==> src/rtl/cpx_exc_pkg.sv <==
// Package: shared encodings for the coprocessor exception sequencer.
// Assumes an 8-bit vector number and a 4-bit frame format code.
package cpx_exc_pkg;

    localparam int VEC_W = 8;
    localparam int FRM_W = 4;

    // Decoded coprocessor instruction class
    typedef enum logic [1:0] {
        CLS_GEN   = 2'b00,
        CLS_SAVE  = 2'b01,
        CLS_REST  = 2'b10,
        CLS_CTRAP = 2'b11
    } cls_t;

    // Sequencer state
    typedef enum logic [1:0] {
        ST_IDLE  = 2'b00,
        ST_ABORT = 2'b01,
        ST_HOLD  = 2'b10
    } seq_st_t;

    localparam logic [VEC_W-1:0] VEC_TRAP  = 8'd7;
    localparam logic [VEC_W-1:0] VEC_PRIV  = 8'd8;
    localparam logic [VEC_W-1:0] VEC_TRACE = 8'd9;

    localparam logic [FRM_W-1:0] FRM_PRE  = 4'd0;
    localparam logic [FRM_W-1:0] FRM_POST = 4'd2;

endpackage

==> src/rtl/cpx_prim_decode.sv <==
// Module: classifies a coprocessor primitive response.
// Asserts want_abort for a supervisor check seen in user state, and
// want_trap for a null primitive with TRUE condition in a trap-class
// instruction. Assumes the caller only acts when an instruction is live.
module cpx_prim_decode #(
    parameter int PRIM_W      = 5,
    parameter int CODE_NULL   = 0,
    parameter int CODE_SUPCHK = 4
) (
    input  logic              prim_valid,
    input  logic [PRIM_W-1:0] prim_code,
    input  logic              prim_cond,
    input  logic              sup_bit,
    input  logic              instr_live,
    input  logic              is_ctrap,
    output logic              want_abort,
    output logic              want_trap
);
    localparam logic [PRIM_W-1:0] NULL_C   = PRIM_W'(CODE_NULL);
    localparam logic [PRIM_W-1:0] SUPCHK_C = PRIM_W'(CODE_SUPCHK);

    logic live_prim;

    // Qualify the strobe with a live instruction
    always_comb begin
        live_prim  = prim_valid && instr_live;
        want_abort = live_prim && (prim_code == SUPCHK_C) && !sup_bit;
        want_trap  = live_prim && (prim_code == NULL_C) && prim_cond && is_ctrap;
    end
endmodule

==> src/rtl/cpx_trace_qual.sv <==
// Module: decides whether a completed instruction earns a trace.
// Mode 10 traces every instruction, 01 traces flow changes and
// status-register writes, 00 and 11 never trace.
module cpx_trace_qual #(
    parameter int PC_W = 32
) (
    input  logic [1:0]      trace_mode,
    input  logic            sr_wr,
    input  logic [PC_W-1:0] new_pc,
    input  logic [PC_W-1:0] seq_pc,
    output logic            take_trace
);
    // Select the trace rule by mode
    always_comb begin
        unique case (trace_mode)
            2'b10:   take_trace = 1'b1;
            2'b01:   take_trace = sr_wr || (new_pc != seq_pc);
            default: take_trace = 1'b0;
        endcase
    end
endmodule

==> src/rtl/cpx_exc_out.sv <==
// Module: output register for one decided exception.
// A load raises a one-cycle valid pulse and latches vector, frame and
// PC; the fields hold until the next load.
module cpx_exc_out
    import cpx_exc_pkg::*;
#(
    parameter int PC_W = 32
) (
    input  logic             clk,
    input  logic             rst_n,
    input  logic             load,
    input  logic [VEC_W-1:0] ld_vec,
    input  logic [FRM_W-1:0] ld_frm,
    input  logic [PC_W-1:0]  ld_pc,
    output logic             exc_valid,
    output logic [VEC_W-1:0] exc_vector,
    output logic [FRM_W-1:0] exc_frame,
    output logic [PC_W-1:0]  exc_pc
);
    // Pulse valid and capture fields on load
    always_ff @(posedge clk) begin
        if (!rst_n) begin
            exc_valid  <= 1'b0;
            exc_vector <= '0;
            exc_frame  <= '0;
            exc_pc     <= '0;
        end else begin
            exc_valid <= load;
            if (load) begin
                exc_vector <= ld_vec;
                exc_frame  <= ld_frm;
                exc_pc     <= ld_pc;
            end
        end
    end
endmodule

==> src/rtl/cpx_exc_seq.sv <==
// Module: coprocessor exception decision sequencer (top).
// Tracks one live coprocessor instruction. Raises privilege faults
// for user-mode save/restore and user-mode supervisor checks (the
// latter after an abort write). Raises conditional traps and traces
// at completion, trap first. Holds each exception until acknowledged.
// Assumes the core strobes at most one instruction at a time.
module cpx_exc_seq
    import cpx_exc_pkg::*;
#(
    parameter int              PC_W        = 32,
    parameter int              PRIM_W      = 5,
    parameter int              MASK_W      = 16,
    parameter logic [MASK_W-1:0] ABORT_MASK = 16'h0001,
    parameter int              CODE_NULL   = 0,
    parameter int              CODE_SUPCHK = 4
) (
    input  logic              clk,
    input  logic              rst_n,
    input  logic              sup_bit,
    input  logic [1:0]        trace_mode,
    input  logic              ins_valid,
    input  logic [1:0]        ins_class,
    input  logic [PC_W-1:0]   ins_pc,
    output logic              cp_req,
    input  logic              prim_valid,
    input  logic [PRIM_W-1:0] prim_code,
    input  logic              prim_cond,
    input  logic              done_valid,
    input  logic [PC_W-1:0]   done_new_pc,
    input  logic [PC_W-1:0]   done_seq_pc,
    input  logic              done_sr_wr,
    output logic              abort_req,
    output logic [MASK_W-1:0] abort_mask,
    input  logic              abort_done,
    output logic              exc_valid,
    output logic [VEC_W-1:0]  exc_vector,
    output logic [FRM_W-1:0]  exc_frame,
    output logic [PC_W-1:0]   exc_pc,
    input  logic              exc_ack
);
    seq_st_t        st_q, st_d;
    logic           live_q, live_d;
    cls_t           cls_q, cls_d;
    logic [PC_W-1:0] ipc_q, ipc_d;
    logic           trap_q, trap_d;
    logic           thold_q, thold_d;
    logic [PC_W-1:0] tpc_q, tpc_d;
    logic           cp_d, abort_d;

    logic             load;
    logic [VEC_W-1:0] ld_vec;
    logic [FRM_W-1:0] ld_frm;
    logic [PC_W-1:0]  ld_pc;

    logic want_abort, want_trap, take_trace, priv_ins;
    cls_t ins_cls;

    assign ins_cls  = cls_t'(ins_class);
    assign priv_ins = ((ins_cls == CLS_SAVE) || (ins_cls == CLS_REST)) && !sup_bit;

    cpx_prim_decode #(
        .PRIM_W      (PRIM_W),
        .CODE_NULL   (CODE_NULL),
        .CODE_SUPCHK (CODE_SUPCHK)
    ) u_prim (
        .prim_valid (prim_valid),
        .prim_code  (prim_code),
        .prim_cond  (prim_cond),
        .sup_bit    (sup_bit),
        .instr_live (live_q),
        .is_ctrap   (cls_q == CLS_CTRAP),
        .want_abort (want_abort),
        .want_trap  (want_trap)
    );

    cpx_trace_qual #(.PC_W(PC_W)) u_trace (
        .trace_mode (trace_mode),
        .sr_wr      (done_sr_wr),
        .new_pc     (done_new_pc),
        .seq_pc     (done_seq_pc),
        .take_trace (take_trace)
    );

    cpx_exc_out #(.PC_W(PC_W)) u_out (
        .clk        (clk),
        .rst_n      (rst_n),
        .load       (load),
        .ld_vec     (ld_vec),
        .ld_frm     (ld_frm),
        .ld_pc      (ld_pc),
        .exc_valid  (exc_valid),
        .exc_vector (exc_vector),
        .exc_frame  (exc_frame),
        .exc_pc     (exc_pc)
    );

    // Next-state and exception-load decision
    always_comb begin
        st_d    = st_q;
        live_d  = live_q;
        cls_d   = cls_q;
        ipc_d   = ipc_q;
        trap_d  = trap_q;
        thold_d = thold_q;
        tpc_d   = tpc_q;
        cp_d    = 1'b0;
        abort_d = 1'b0;
        load    = 1'b0;
        ld_vec  = VEC_PRIV;
        ld_frm  = FRM_PRE;
        ld_pc   = ipc_q;
        unique case (st_q)
            ST_IDLE: begin
                if (ins_valid) begin
                    trap_d = 1'b0;
                    if (priv_ins) begin
                        load   = 1'b1;
                        ld_pc  = ins_pc;
                        live_d = 1'b0;
                        st_d   = ST_HOLD;
                    end else begin
                        cp_d   = 1'b1;
                        live_d = 1'b1;
                        cls_d  = ins_cls;
                        ipc_d  = ins_pc;
                    end
                end else if (prim_valid) begin
                    if (want_abort) begin
                        abort_d = 1'b1;
                        st_d    = ST_ABORT;
                    end else if (want_trap) begin
                        trap_d = 1'b1;
                    end
                end else if (done_valid) begin
                    live_d = 1'b0;
                    trap_d = 1'b0;
                    if (trap_q) begin
                        load    = 1'b1;
                        ld_vec  = VEC_TRAP;
                        ld_frm  = FRM_POST;
                        ld_pc   = done_seq_pc;
                        thold_d = take_trace;
                        tpc_d   = done_new_pc;
                        st_d    = ST_HOLD;
                    end else if (take_trace) begin
                        load   = 1'b1;
                        ld_vec = VEC_TRACE;
                        ld_frm = FRM_POST;
                        ld_pc  = done_new_pc;
                        st_d   = ST_HOLD;
                    end
                end
            end
            ST_ABORT: begin
                if (abort_done) begin
                    load   = 1'b1;
                    ld_pc  = ipc_q;
                    live_d = 1'b0;
                    trap_d = 1'b0;
                    st_d   = ST_HOLD;
                end
            end
            ST_HOLD: begin
                if (exc_ack) begin
                    if (thold_q) begin
                        load    = 1'b1;
                        ld_vec  = VEC_TRACE;
                        ld_frm  = FRM_POST;
                        ld_pc   = tpc_q;
                        thold_d = 1'b0;
                    end else begin
                        st_d = ST_IDLE;
                    end
                end
            end
            default: st_d = ST_IDLE;
        endcase
    end

    // State and request registers
    always_ff @(posedge clk) begin
        if (!rst_n) begin
            st_q      <= ST_IDLE;
            live_q    <= 1'b0;
            cls_q     <= CLS_GEN;
            ipc_q     <= '0;
            trap_q    <= 1'b0;
            thold_q   <= 1'b0;
            tpc_q     <= '0;
            cp_req    <= 1'b0;
            abort_req <= 1'b0;
        end else begin
            st_q      <= st_d;
            live_q    <= live_d;
            cls_q     <= cls_d;
            ipc_q     <= ipc_d;
            trap_q    <= trap_d;
            thold_q   <= thold_d;
            tpc_q     <= tpc_d;
            cp_req    <= cp_d;
            abort_req <= abort_d;
        end
    end

    // Mask is driven only alongside the write request
    assign abort_mask = abort_req ? ABORT_MASK : '0;

endmodule

==> config.mk <==
export PLATFORM = sky130hd
export DESIGN_NAME = cpx_exc_seq
export DESIGN_NICKNAME = d
export VERILOG_FILES = /design/src/rtl/cpx_exc_pkg.sv /design/src/rtl/cpx_prim_decode.sv /design/src/rtl/cpx_trace_qual.sv /design/src/rtl/cpx_exc_out.sv /design/src/rtl/cpx_exc_seq.sv
export SDC_FILE = /design/constraint.sdc
export NUM_CORES = 1
export LEC_CHECK = 0
export BUFFER_PORTS_ARGS = -buffer_cell sky130_fd_sc_hd__clkbuf_2
export CAP_MARGIN = 5
export CORE_ASPECT_RATIO = 0.6
export CORE_MARGIN = 2
export CORE_UTILIZATION = 38
export DETAILED_ROUTE_END_ITERATION = 6
export SKIP_LAST_GASP = 1
export SYNTH_ARGS = -nofsm -noshare
export SYNTH_HDL_FRONTEND = slang
export SYNTH_SLANG_ARGS = --single-unit
==> constraint.sdc <==
create_clock -name clk -period 4.9 [get_ports clk]
set_input_delay 0.49 -clock clk [delete_from_list [all_inputs] [get_ports clk]]
set_output_delay 0.49 -clock clk [all_outputs]
set_load 0.01 [all_outputs]
Word-level counts from Yosys, hierarchy flattened
Index checks and enable logic that the tools add are counted.
Widths: inputs -> output; s select.
- reductions and logical operators: 22
- eq/ne operators: 24
- bitwise logic cells: 5
- multiplexer cells: 66
- operator list (kind ; number):
    $mux 32 ; 8
    $pmux 32 s2 ; 1
    $mux 2 ; 17
    $ne 32x32->1 ; 1
    $mux 1 ; 28
    $mux 4 ; 4
    $ne 2x2->1 const B ; 7
    $reduce_and 5->1 ; 2
    $ne 3x3->1 const B ; 3
    $eq 2x2->1 const B ; 4
    $ne 4x3->1 const B ; 2
    $ne 4x4->1 const B ; 2
    $pmux 1 s2 ; 4
    $pmux 4 s2 ; 1
    $logic_and 1x1->1 ; 7
    $reduce_and 7->1 ; 1
    $eq 2x1->1 const B ; 3
    $pmux 2 s3 ; 1
    $reduce_and 3->1 ; 2
    $reduce_and 6->1 ; 1
    $eq 5x3->1 const B ; 1
    $logic_not 5->1 ; 1
    $ne 5x5->1 const B ; 1
    $not 1->1 ; 5
    other kinds (8) ; 10
- register bits after elaboration: 118
- word-level logic and storage cells: 130
- output and inout bits: 63

Depth between registers and ports, before layout
Gate-level depths: netlist of the first run.
- depth after elaboration: 9
- depth in mapped cells: 10
- gate-level depth less buffers: 7

Cells and area by module
A second synthesis of the first run with hierarchy kept.
- cell total of the unflattened synthesis: 761
- area, all modules: 6373.6 um2
- by module, submodules not included (module ; area an instance (um2) ; times used ; cells each):
    cpx_exc_seq ; 4209.0 ; 1 ; 564
    cpx_exc_out ; 1729.2 ; 1 ; 143
    cpx_trace_qual ; 392.9 ; 1 ; 49
    cpx_prim_decode ; 42.5 ; 1 ; 5

Least setup slack after synthesis of the first run
Ideal clock, no wire load.
- kind: input -> register
- start point: input trace_mode[0]
- end point: register u_out.exc_pc[10]
- arrival: 1.969 ns
- setup slack: 2.804 ns
- stages on the path: 9
- path buffers: 2
- cell sequence: inv_1 -> ha_1 -> nor4_1 -> nand3_2 -> a311o_1 -> buf_4 -> buf_6 -> o21ai_1 -> o22ai_1
- word-level cells in the longest chain between the ends: 8
- elaborated cells between the ends (all ways): 15
- ends and longest elaborated chain (item ; RTL line ; RTL):
    start: declaration ; cpx_exc_seq.sv:20 ; input logic [1:0] trace_mode,
    $eq 2x1->1 / $eq 2x2->1 (equally long branches) ; cpx_trace_qual.sv:15 ; unique case (trace_mode)
    $pmux 1 s2 (*) ; cpx_trace_qual.sv:15 ;
    $mux 1 / $mux 32 (equally long branches) ; cpx_exc_seq.sv:145 ; end else if (take_trace) begin
    $mux 1 / $mux 32 (equally long branches) ; cpx_exc_seq.sv:137 ; if (trap_q) begin
    $mux 1 / $mux 32 (equally long branches) ; cpx_exc_seq.sv:134 ; end else if (done_valid) begin
    $mux 1 / $mux 32 (equally long branches) ; cpx_exc_seq.sv:127 ; end else if (prim_valid) begin
    $mux 1 / $mux 32 (equally long branches) ; cpx_exc_seq.sv:114 ; if (ins_valid) begin
    $pmux 1 s3 / $pmux 32 s2 (equally long branches) ; cpx_exc_seq.sv:112 ; unique case (st_q)
    end signal: assignment ; cpx_exc_out.sv:32 ; exc_pc <= ld_pc;
    end: declaration ; cpx_exc_out.sv:18 ; output logic [PC_W-1:0] exc_pc
Every way passes the cells marked *; elsewhere a longest branch is shown, timed or not.
A chain may end at the register's enable or synchronous reset.

Worst setup path after layout of the first run
- start point: register st_q[1]
- end point: register u_out.exc_pc[26]
- word-level cells in the longest chain between the ends: 2
- elaborated cells between the ends (all ways): 5
- ends and longest elaborated chain (item ; RTL line ; RTL):
    start: declaration ; cpx_exc_seq.sv:41 ; seq_st_t st_q, st_d;
    start signal: assignment ; cpx_exc_seq.sv:193 ; st_q <= st_d;
    $eq 2x2->1 (tied with other cells) ; cpx_exc_seq.sv:112 ;
    $pmux 1 s3 / $pmux 32 s2 (equally long branches) ; cpx_exc_seq.sv:112 ;
Parallel ways exist; a longest one is shown, timed or not.

==> flow_metrics.py, run 1 <==
metrics = {
    "power": {
        "p_leak_nw": 3.43,
        "sequentialPowerShare": 0.426,
        "peakVddDrop_mv": 0.188,
        "finalPower_mw": 2.43,
        "combPwrFrac": 0.274,
        "p_switching_mw": 0.860,
        "power_density_mw_per_mm2": 298,
        "p_sw_frac": 0.354,
        "power_frac_clock": 0.300,
        "internal-power_mw": 1.57,
    },
    "sta": {
        "finalCritPeriodShare": 0.643,
        "tns_ns": 0,
        "relSlewSlack": 0.295,
        "rsz0062_at_grt": "false",
        "worstMarginPinSlew_ns": 1.06,
        "period_minus_slack_ns": 3.15,
        "finalClockSkew_ns": 0.0119,
        "worst_hold_slack_ns": 0.359,
        "setup_viol": 0,
        "final-hold-violation-count": 0,
        "drv_slew": 0,
        "fmax_ghz": 0.317,
    },
    "placed_design": {
        "numPortBuffers": 155,
        "dp_hpwl_um": 16300,
        "dp.cells": 1278,
        "gp_congestion": 0.836,
    },
    "worst_hold_path": {
        "holdCritStartpoint": "sup_bit",
        "hold_class": "input port to register",
    },
    "floorplanning": {
        "row_count": 38,
        "core_area_mm2": 0.0182,
        "dieHeight_um": 110,
        "die-area_mm2": 0.0198,
        "initial_core_util": 0.390,
        "boundaryPins": 178,
        "die_width_um": 180,
    },
    "synthesis": {
        "ys_top_cells_by_count": "nand2_1, dfxtp_1, clkbuf_1",
        "synth.area.top_cells": "dfxtp_1, nand2_1, a21boi_0, clkbuf_1, a221oi_1",
        "synth_top_area_frac": 0.311,
        "postSynthAreaPerCell_um2": 7.40,
        "synth.distinct_cells": 47,
        "postSynthCellCount": 957,
        "ys_ff_latch": 110,
        "yosys_warnings": 0,
        "synth_edf_count": 0,
        "synth-async-reset-ratio": 0,
        "yosysTopAreaCell": "dfxtp_1",
        "syn_area_mm2": 0.00708,
        "synth_most_common_cell": "nand2_1",
        "ys_seq_area_frac": 0.311,
        "synth_flop_cell": "dfxtp_1",
    },
    "global_route": {
        "grt_pass1_wl_um": 40600,
        "grt_max_degree": 113,
        "antenna_found_initial": 0,
        "grt_usage": 0.264,
        "grt_pass1_vias": 6815,
        "grt-ovfl-total": 0,
    },
    "detailed_routing": {
        "drc": 0,
        "drt_iter0_drc": 977,
        "vias": 7469,
        "routed_wl_um": 26300,
        "drt_first_pass_iters": 5,
        "avgRoutedWirePerCell_um": 20.3,
        "antenna_left": 0,
        "via_per_inst": 5.77,
    },
    "cells_and_area": {
        "n_fill_cell": 1905,
        "area_growth_pct": 14.9,
        "final_util": 0.448,
        "antenna_cells": 0,
        "final_nets": 1166,
        "drive_above_1_share": 0.193,
        "stdcell_count": 1294,
    },
    "setup_path": {
        "critPathKind": "register to register",
        "reg2reg_from": "st_q[1]$_SDFFE_PN0P_",
        "cp_data_required_time_ns": 5.17,
        "crit_path_end_kind": "register",
        "critPathMaxFanout": 39,
        "crit_arrival_ns": 3.42,
        "crit_start": "st_q[1]$_SDFFE_PN0P_",
        "worstSetupStartpointType": "register",
    },
    "clock_network": {
        "numCtsBuffers": 9,
        "post-cts-setup-buffers": 0,
        "clock_latency_ns": 0.36,
        "h-tree-depth": 3,
        "tritoncts": "done",
        "cts_sinks": 110,
        "cts_buffer_depth": 2,
        "cts_resized": 0,
        "clk_root_buffer_cell": "clkbuf_16",
        "clkTransAtPathRegs_ns": 0.08,
        "ctsHoldBuffers": 0,
    },
    "job": {
        "maxCapViolCount": 0,
    },
    "outcome": {
        "status": "finished, final reports clean",
    },
}
## cells in the final DEF (no fill, tap or decap), drive strengths merged, types with 3 or more instances in the layout
master  netlist  final
nor3          4      4
buf          38     20
and3b        32     32
nor4          4      4
a21boi       66     66
nand2       202    202
and2          3      3
nor2         40     40
nor2b         6      6
o21ai        36     36
o21a         33     33
a211oi       34     34
a221oi       32     32
o22ai        32     32
nand3        39     39
clkinv        0      3
nand2b        5      5
and3         33     33
nand4        40     40
conb          1     22
clkbuf       76    164
inv           4      6
a21oi        36     36
dfxtp       110    110
xnor2        31     31
## layer usage
layer / track usage / routed length [um]
met1: 0.398 / 12400
met2: 0.391 / 10800
met3: 0.0507 / 2830
met4: 0.0426 / 257
met5: 0 / 0
## worst max-delay path, cell delays in order, from the launching register on
cell and delay, ns:
dfxtp_1 0.41, or2_1 0.27, buf_4 0.30, nor3_1 0.52
a311o_2 0.80, buf_4 0.42, o21ai_0 0.12, o22ai_1 0.20
## registers in the layout, summed over array words and instances (netlist names), 2 cells and up
| register | count |
|---|---|
| tpc_q | 32 |
| cls_q | 2 |
| u_out.exc_vector | 3 |
| ipc_q | 32 |
| st_q | 2 |
| u_out.exc_pc | 32 |
## kinds of logic after synthesis
kind of cell,after synthesis,share of synthesized area
AOI/OAI and AO/OA,278,0.272
and+or+nand+nor,415,0.289
buffers and inverters,118,0.0830
other,1,0.000529
DFF,110,0.311
adders and majority gates,2,0.00353
xor gates and xnor gates,33,0.0408
## cell type report
cell class                 count  area [um2]  share of cell area
multi-input combinational    750        4390               0.540
sequential                   110        2200               0.271
timing repair buffer         174         946               0.116
tap                          240         300              0.0369
clock buffer                  10         239              0.0294
clock inverter                 6        43.8             0.00538
inverter                       4        15.0             0.00184
## power by group through the flow
stage | Sequential [mW] | Clock (mW) | Combinational (mW)
6_report | 1.04 | 0.728 | 0.666
5_1_grt | 1.05 | 0.771 | 0.722
4_1_cts | 1.03 | 0.740 | 0.656
3_5_place_dp | 1.05 | 0 | 0.653
3_3_place_gp | 1.06 | 0 | 0.649
2_1_floorplan | 1.05 | 0 | 0.400
## metrics by stage
| step | setup WS, ns | area, um2 |
|---|---|---|
| global placement | 1.75 | 7860 |
| global route | 1.49 | 8140 |
| finish | 1.75 | 8140 |
| CTS | 1.79 | 8140 |
| detailed placement | 1.68 | 7860 |
| floorplan | 2.80 | 7160 |
## path summary, 6_finish.rpt
kind                            slack, ns                            end  cells after the start
worst max-delay path                 1.75  u_out.exc_pc[26]$_SDFFE_PN0P_                      7
worst min-delay path                 0.36           abort_req$_SDFF_PP0_                      2
worst max register to register       1.75  u_out.exc_pc[26]$_SDFFE_PN0P_                      7
worst min register to register       0.47         tpc_q[18]$_SDFFE_PN0P_                      2
Power figures use the tool's default switching activity.
==> inputs of run 2 (changes only) <==
==> constraint.sdc (replaced) <==
create_clock -name clk -period 2.5 [get_ports clk]
set_input_delay 0.25 -clock clk [delete_from_list [all_inputs] [get_ports clk]]
set_output_delay 0.25 -clock clk [all_outputs]
set_load 0.01 [all_outputs]
==> run 2 against run 1 <==
Effect of this change: wire length up 1.1%; total power up 99%; cell area up 1.7%; die area unchanged; flip-flop and latch count unchanged.
==> flow_metrics.py, run 2 (synthesis results as in run 1) <==
metrics = {
    "outcome": {
        "status": "finished, final reports clean",
    },
    "cells_and_area": {
        "layout_commonest_cell": "nand2_1",
        "n_fill_cell": 1881,
        "final_cell_mix": "nand2_1, clkbuf_2, dfxtp_1, a21boi_0, nand4_1",
        "top_regs": "ipc_q: 32 flops, tpc_q: 32 flops, u_out.exc_pc: 32 flops",
        "antenna_cells": 0,
        "area_growth_pct": 16.8,
        "multi_input_area_mm2": 0.00439,
        "drive_above_1_share": 0.204,
        "final_nets": 1181,
        "final-seq-area_mm2": 0.00220,
    },
    "detailed_routing": {
        "drt_first_pass_iters": 5,
        "routed_wl_um": 26600,
        "drc": 0,
        "avgRoutedWirePerCell_um": 20.3,
        "vias": 7676,
        "drt_iter0_drc": 839,
        "antenna_left": 0,
        "via_per_inst": 5.86,
    },
    "placed_design": {
        "dp_hpwl_um": 17300,
        "gp_congestion": 0.847,
        "numPortBuffers": 155,
    },
    "setup_path": {
        "critPathMaxFanout": 30,
        "reg2reg_from": "st_q[0]$_SDFFE_PN0P_",
        "crit_start": "done_new_pc[16]",
        "crit_path_end": "u_out.exc_pc[13]$_SDFFE_PN0P_",
        "worstSetupStartpointType": "input port",
        "r2r-end": "ipc_q[31]$_SDFFE_PN0P_",
        "ff2ff_path_depth": 7,
        "critPathKind": "input port to register",
        "crit_arrival_ns": 2.37,
        "crit_path_end_kind": "register",
        "cp_data_required_time_ns": 2.75,
        "reg2reg_slack_ns": 0.47,
    },
    "floorplanning": {
        "boundaryPins": 178,
        "dieHeight_um": 110,
        "die-area_mm2": 0.0198,
        "core_area_mm2": 0.0182,
        "initial_core_util": 0.390,
        "die_width_um": 180,
        "row_count": 38,
    },
    "global_route": {
        "grt_pass1_vias": 7126,
        "grt_max_degree": 68,
        "grt-ovfl-total": 0,
        "grt_usage": 0.266,
        "grt_pass1_wl_um": 41100,
        "antenna_found_initial": 0,
    },
    "clock_network": {
        "cts_sinks": 110,
        "clk_root_buffer_cell": "clkbuf_16",
        "cts_resized": 0,
        "post-cts-setup-buffers": 0,
        "h-tree-depth": 3,
        "numCtsBuffers": 9,
        "tritoncts": "done",
        "cts_buffer_depth": 2,
        "ctsHoldBuffers": 0,
        "clock_latency_ns": 0.36,
        "clkTransAtPathRegs_ns": 0.08,
    },
    "sta": {
        "setup_viol": 0,
        "final-hold-violation-count": 0,
        "rsz0062_at_grt": "false",
        "drv_slew": 0,
        "worstMarginPinSlew_ns": 0.862,
        "relSlewSlack": 0.424,
        "tns_ns": 0,
        "fmax_ghz": 0.471,
        "finalClockSkew_ns": 0.0121,
        "finalCritPeriodShare": 0.850,
        "period_minus_slack_ns": 2.13,
    },
    "worst_hold_path": {
        "hold_class": "input port to register",
        "holdCritStartpoint": "sup_bit",
    },
    "power": {
        "finalPower_mw": 4.83,
        "power_density_mw_per_mm2": 583,
        "p_leak_nw": 3.51,
        "peakVddDrop_mv": 0.307,
    },
    "job": {
        "maxCapViolCount": 0,
    },
}
==> run 2: cell count changes in the layout (fill, tap and decap cells not counted), sizes merged <==
cell / previous run / this run
buf: 20 / 35
==> run 2: per-stage QoR <==
stage | hold WS (ns) | utilization | area [um2] | std cells | setup slack [ns]
CTS | 0.104 | 0.456 | 8280 | 1309 | 0.441
detailed placement | 0.456 | 0.440 | 8000 | 1293 | 0.0724
global placement | 0.454 | 0.440 | 8000 | 1293 | 0.122
floorplan | 0.326 | - | 7160 | 978 | 0.634
global route | 0.111 | 0.456 | 8280 | 1309 | 0.163
finish | 0.102 | 0.456 | 8280 | 1309 | 0.375
==> run 2: layout make-up <==
| cell class | instances | area share |
|---|---|---|
| Tap cell | 240 | 0.0363 |
| Timing Repair Buffer | 189 | 0.131 |
| Inverter | 4 | 0.00181 |
| Clock buffer | 10 | 0.0289 |
| Clock inverter | 6 | 0.00529 |
| Sequential cell | 110 | 0.266 |
| Multi-Input combinational cell | 750 | 0.531 |
==> run 2: worst min path at each step <==
stage	to	slack (ns)	depth (start not counted)
after floorplan	abort_req$_SDFF_PP0_	0.33	1
after global placement	tpc_q[24]$_SDFFE_PN0P_	0.45	2
after detailed placement	tpc_q[22]$_SDFFE_PN0P_	0.46	2
after CTS	abort_req$_SDFF_PP0_	0.10	2
after global routing	abort_req$_SDFF_PP0_	0.11	2
final	abort_req$_SDFF_PP0_	0.10	2
==> run 2: layer usage <==
metal,vias to the layer above,GRT usage,part of all wire
li1,3604,-,-
met1,3559,0.392,0.46
met2,479,0.379,0.40
met3,34,0.0745,0.12
met4,0,0.0628,0.013
met5,-,0,0
==> run 2: critical path, stage by stage <==
cell      delay (ns)
clkbuf_2        0.11
xnor2_1         0.39
nand4_1         0.23
nor4_1          0.27
nand3_2         0.20
a311o_2         0.41
buf_12          0.19
o21ai_0         0.20
o22ai_1         0.10
==> run 2: where the power goes <==
group / internal (mW) / switching [mW]
logic: 0.499 / 0.846
clock network: 0.712 / 0.741
registers: 1.90 / 0.130
